===== config.mk =====
export PLATFORM = sky130hd
export DESIGN_NAME = brk_src_merge
export DESIGN_NICKNAME = d
export VERILOG_FILES = /design/src/rtl/brk_pkg.sv /design/src/rtl/brk_opt_reg.sv /design/src/rtl/brk_src_cond.sv /design/src/rtl/brk_or_merge.sv /design/src/rtl/brk_src_merge.sv
export SDC_FILE = /design/constraint.sdc
export NUM_CORES = 1
export LEC_CHECK = 0
export CORE_MARGIN = 5
export CORE_UTILIZATION = 24
export CTS_CLUSTER_DIAMETER = 120
export DETAILED_ROUTE_END_ITERATION = 8
export PLACE_DENSITY = 0.89
export RECOVER_POWER = 50
export REMOVE_ABC_BUFFERS = 1
export SETUP_SLACK_MARGIN = 0.1
export SLEW_MARGIN = 20
export SYNTH_ARGS = -nofsm -noshare
export SYNTH_HDL_FRONTEND = slang
export SYNTH_SLANG_ARGS = --single-unit

===== constraint.sdc =====
create_clock -name clk -period 1.6 [get_ports clk]
set_input_delay 0.16 -clock clk [delete_from_list [all_inputs] [get_ports clk]]
set_output_delay 0.16 -clock clk [all_outputs]
set_load 0.02 [all_outputs]

===== src/rtl/brk_pkg.sv =====
package brk_pkg;
  localparam int REG_W        = 32;
  localparam int LOCK_W       = 2;
  localparam int NUM_CMP      = 2;
  localparam int NUM_SRC      = NUM_CMP + 2;
  localparam int BIT_CMP_EN0  = 1;
  localparam int BIT_FILT_EN  = 8;
  localparam int BIT_PIN_POL  = 9;
  localparam int BIT_CMP_POL0 = 10;

  typedef struct packed {
    logic [NUM_CMP-1:0] cmp_pol;
    logic               pin_pol;
    logic               filt_en;
    logic [NUM_CMP-1:0] cmp_en;
  } opt_t;

  // Mask of bits that hold state; everything else reads zero.
  function automatic logic [REG_W-1:0] opt_mask();
    logic [REG_W-1:0] m;
    m = '0;
    for (int i = 0; i < NUM_CMP; i++) begin
      m[BIT_CMP_EN0 + i]  = 1'b1;
      m[BIT_CMP_POL0 + i] = 1'b1;
    end
    m[BIT_FILT_EN] = 1'b1;
    m[BIT_PIN_POL] = 1'b1;
    return m;
  endfunction

  function automatic opt_t unpack_opt(input logic [REG_W-1:0] r);
    opt_t o;
    for (int i = 0; i < NUM_CMP; i++) begin
      o.cmp_en[i]  = r[BIT_CMP_EN0 + i];
      o.cmp_pol[i] = r[BIT_CMP_POL0 + i];
    end
    o.filt_en = r[BIT_FILT_EN];
    o.pin_pol = r[BIT_PIN_POL];
    return o;
  endfunction

  function automatic logic [REG_W-1:0] pack_opt(input opt_t o);
    logic [REG_W-1:0] r;
    r = '0;
    for (int i = 0; i < NUM_CMP; i++) begin
      r[BIT_CMP_EN0 + i]  = o.cmp_en[i];
      r[BIT_CMP_POL0 + i] = o.cmp_pol[i];
    end
    r[BIT_FILT_EN] = o.filt_en;
    r[BIT_PIN_POL] = o.pin_pol;
    return r;
  endfunction

  // Turn a raw source level into an active-high fault indication.
  function automatic logic cond_src(input logic raw, input logic pol);
    return pol ? raw : ~raw;
  endfunction
endpackage


===== src/rtl/brk_opt_reg.sv =====
module brk_opt_reg
  import brk_pkg::*;
#(
  parameter int RW = REG_W,
  parameter int LW = LOCK_W
) (
  input  logic          clk,
  input  logic          rst_n,
  input  logic          wr_en,
  input  logic [RW-1:0] wr_data,
  input  logic [LW-1:0] lock_lvl,
  output opt_t          opt,
  output logic [RW-1:0] rd_data,
  output logic          wr_accept
);
  logic unlocked;
  opt_t opt_q;

  assign unlocked  = (lock_lvl == '0);
  assign wr_accept = wr_en & unlocked;

  always_ff @(posedge clk or negedge rst_n) begin
    if (!rst_n) begin
      opt_q <= '0;
    end else if (wr_accept) begin
      opt_q <= unpack_opt(wr_data);
    end
  end

  assign opt     = opt_q;
  assign rd_data = pack_opt(opt_q);
endmodule


===== src/rtl/brk_src_cond.sv =====
module brk_src_cond
  import brk_pkg::*;
#(
  parameter int NC = NUM_CMP,
  parameter int NS = NC + 2
) (
  input  opt_t          opt,
  input  logic          brk_pin,
  input  logic [NC-1:0] cmp_out,
  input  logic          filt_brk,
  output logic [NS-1:0] src_hit
);
  // Slot 0: break pin, slots 1..NC: comparators, slot NS-1: filter flag.
  assign src_hit[0] = cond_src(brk_pin, opt.pin_pol);

  for (genvar g = 0; g < NC; g++) begin : g_cmp
    logic lvl;
    assign lvl            = cond_src(cmp_out[g], opt.cmp_pol[g]);
    assign src_hit[1 + g] = lvl & opt.cmp_en[g];
  end

  assign src_hit[NS-1] = filt_brk & opt.filt_en;
endmodule


===== src/rtl/brk_or_merge.sv =====
module brk_or_merge #(
  parameter int NS = 4
) (
  input  logic          clk,
  input  logic          rst_n,
  input  logic [NS-1:0] src_hit,
  input  logic          glob_pol,
  output logic          brk_req,
  output logic          brk_req_q,
  output logic          brk_line
);
  assign brk_req  = |src_hit;
  assign brk_line = glob_pol ? brk_req : ~brk_req;

  always_ff @(posedge clk or negedge rst_n) begin
    if (!rst_n) brk_req_q <= 1'b0;
    else        brk_req_q <= brk_req;
  end
endmodule


===== src/rtl/brk_src_merge.sv =====
module brk_src_merge
  import brk_pkg::*;
#(
  parameter int RW = REG_W,
  parameter int LW = LOCK_W,
  parameter int NC = NUM_CMP
) (
  input  logic          clk,
  input  logic          rst_n,
  input  logic          wr_en,
  input  logic [RW-1:0] wr_data,
  output logic [RW-1:0] rd_data,
  input  logic [LW-1:0] lock_lvl,
  input  logic          glob_pol,
  input  logic          brk_pin,
  input  logic [NC-1:0] cmp_out,
  input  logic          filt_brk,
  output logic          brk_req,
  output logic          brk_req_q,
  output logic          brk_line
);
  localparam int NS = NC + 2;

  opt_t          opt;
  logic          wr_accept;
  logic [NS-1:0] src_hit;

  brk_opt_reg #(.RW(RW), .LW(LW)) u_reg (
    .clk      (clk),
    .rst_n    (rst_n),
    .wr_en    (wr_en),
    .wr_data  (wr_data),
    .lock_lvl (lock_lvl),
    .opt      (opt),
    .rd_data  (rd_data),
    .wr_accept(wr_accept)
  );

  brk_src_cond #(.NC(NC), .NS(NS)) u_cond (
    .opt     (opt),
    .brk_pin (brk_pin),
    .cmp_out (cmp_out),
    .filt_brk(filt_brk),
    .src_hit (src_hit)
  );

  brk_or_merge #(.NS(NS)) u_merge (
    .clk      (clk),
    .rst_n    (rst_n),
    .src_hit  (src_hit),
    .glob_pol (glob_pol),
    .brk_req  (brk_req),
    .brk_req_q(brk_req_q),
    .brk_line (brk_line)
  );
endmodule


==> results.md <==
* Drt wl/cell at 11.31 microns
* Final critical-path required period at 1.568 ns
* Dominant cells by area after synthesis: buf_4, dfrtp_1, mux2_2
* Crit path largest cell delay at 0.40 ns
* Synth area leader: buf_4
* Gr usage total at 7.689%
* Slowest cell on crit path: dfrtp_1
* Vias at 408
* Initial antenna violation count at 0
* Post-route cell area at 788.3 sq um
* Critical path fanouts, max at 2
* Logic pwr share at 49.7%
* First drt pass iteration count at 2
* Internal at 0.4976 mW
* Post-synthesis xor/xnor area fraction at 4.817%
* RSZ-0062 raised after global routing: true
* Register area at 175.2 sq um
* Share of synthesized cell area in and, or, nand and nor gates at 5.734%
* Core Footprint at 2191 sq um
* WS Path Type: register to output pin
* Final Hold Viols at 0
* Die area at 3326 sq um
* H-tree level count at 1
* Max Clock Skew at 0.002917 ns
* Fmax at 0.6376 GHz
* Commonest non-fill, non-tap cell in the layout: conb_1
* Max cap viols at 0
* Largest net degree at the start of global routing at 8
* Fill count at 229
* Total grt overflow at 0
* Gpl congestion at 0.6760
* Slew Viols, Final at 0
* Wirelength, routed at 1289 microns
* Net count reported at finish at 129
* Drt drc at 0
* Clk buf depth at 2
* Placed inst area at 757.0 sq um
* IO Count at 77
* Adder-cell share of the synthesized area at 0%
* Critical Path RT at 1.44 ns
* Outcome: finished, final reports clean
* Starting Density at 24.90%
* Startpoint Class: register
* Num CTS Buffers at 3
* Largest family of logic cells by synthesized area: buffers and inverters
* Leakage power at 0.3744 nW
* Synth Warn # at 0
* Clk Tree Root Cell: clkbuf_4
* Clock share of power at 20.2%
* CTS tree: yes
* Worst VDD drop at 0.0004694 V
* Sequential cell area fraction in the yosys report at 32.11%
* Global-route wire length before repair at 1876 microns
* Critical path arrival at 1.41 ns
* Sw frac at 37.39%
* Reg clk slew, reported paths at 0.05 ns
* Std-Cell Rows at 17
* DRT iter0 DRCs at 1
* Area fraction in compound gates after synthesis at 8.486%
* Syn_area_per_cell at 10.49 sq um
* Drt via density at 3.579
* Fraction of final layout cells sized beyond drive strength 1 at 24.42%
* Seq pwr share at 30.0%
* Worst-path cell chain: xnor2_2 -> a211o_1 -> a21o_2 -> buf_6
* CP bufs+invs at 1
* Area Overhead vs Synth at 44.50%
* Yosys reg bits at 7
* Vias in the first global route at 422
* Mux contribution to synthesized area at 12.39%
* Min-Delay Path Class: primary input to async pin
* Power Total at 0.7947 mW
* Setup crit end kind: output pin
* Mapped Area at 545.5 sq um
* DIE WIDTH at 57.68 microns
* Number of distinct library cells after synthesis at 13
* IO Port Bufs at 24
* Clock sink count at 7
* Die Y at 57.68 microns
* Hold_buf cts at 0
* Footprint of the multi-input gates at 276.5 sq um
* Most frequent cells in the layout: conb_1, clkdlybuf4s50_1, buf_4
* Fin crit share at 98.03%
* Pwr dens at 1008 nW/um^2
* Largest delay share family, worst path: compound AO/OA/AOI/OAI gates
* DP Wirelength at 1119 microns
* P_sw at 0.2971 mW
* Setup-failing EPs final at 0
* Area fraction of the dominant cell type after synthesis at 35.78%
* Routed Antenna Nets at 0
* Clock Latency Late Sink at 0.25 ns
* Diodes inserted at 0
* Post-Synthesis Cells at 52
==> state kept, by name, indices dropped and copies added (netlist names) <==
register and count:
u_merge.brk_req_q 1, u_reg.opt 6
==> metrics by stage <==
step / setup WS [ns] / instances / hold slack, ns / setup TNS, ns / utilization [%]
2_1_floorplan: 0.1144 / 51 / -0.1356 / 0 / -
3_3_place_gp: -0.4009 / 108 / 0.4360 / -0.7362 / 34.55
3_5_place_dp: -0.4385 / 108 / 0.4395 / -0.8042 / 34.55
4_1_cts: 0.006765 / 114 / 0.1671 / 0 / 36.55
5_1_grt: -0.06050 / 114 / 0.2512 / -0.08409 / 35.98
6_report: 0.03160 / 114 / 0.2395 / 0 / 35.98
==> layout make-up <==
class / count / area share, %
multi-input cells: 44 / 35.08
repair buffers: 31 / 34.92
flip-flops and latches: 7 / 22.22
well taps: 28 / 4.444
clock buffers: 4 / 3.333
==> timing repair <==
item,4_1_cts,5_1_grt
pin swaps,2,1
resized for setup,15,2
setup endpoints to repair,5,4
setup buffers,2,0
==> synthesized netlist by cell type <==
master / number
xnor2_1: 3
mux2_2: 6
a211o_1: 1
buf_4: 26
a21o_2: 1
dfrtp_1: 7
o21ai_0: 1
conb_1: 1
a21o_1: 1
nor3b_4: 1
and2_1: 2
o211ai_1: 1
a32oi_1: 1
==> power by group through the flow <==
stage                     clock [mW]  combinational, mW  sequential, mW
after detailed placement           0              0.400           0.241
after global placement             0              0.393           0.238
after floorplan                    0              0.154           0.286
after CTS                      0.167              0.411           0.239
final                          0.161              0.395           0.239
after global routing           0.175              0.423           0.244
==> cell families (layout without fill, tap and decap cells) <==
logic type,after synthesis,after routing
AO/OA/AOI/OAI,6,6
XOR/XNOR,3,3
buffers and inverters,26,35
flip-flops,7,7
multiplexers,6,6
other,1,26
AND/OR/NAND/NOR,3,3
==> routing by layer <==
layer,track usage (%),up-vias,wire length [microns]
met4,2.980,0,0
met3,4.009,0,220
li1,-,187,-
met2,14.35,36,671
met5,0,-,0
met1,6.911,185,397
==> worst paths after layout <==
path,startpoint,to,slack [ns],cells after the start
worst max-delay path,u_reg.opt[4],brk_req,0.03,4
worst min-delay path,rst_n,u_reg.opt[1],0.24,1
worst max register to register,u_reg.opt[4],u_merge.brk_req_q,0.45,3
worst min register to register,u_reg.opt[1],u_reg.opt[1],0.60,1
max in group asynchronous,rst_n,u_merge.brk_req_q,1.12,1
min in group clk,wr_data[11],u_reg.opt[5],0.52,2
Note: power is estimated with default switching activity, not from simulation.
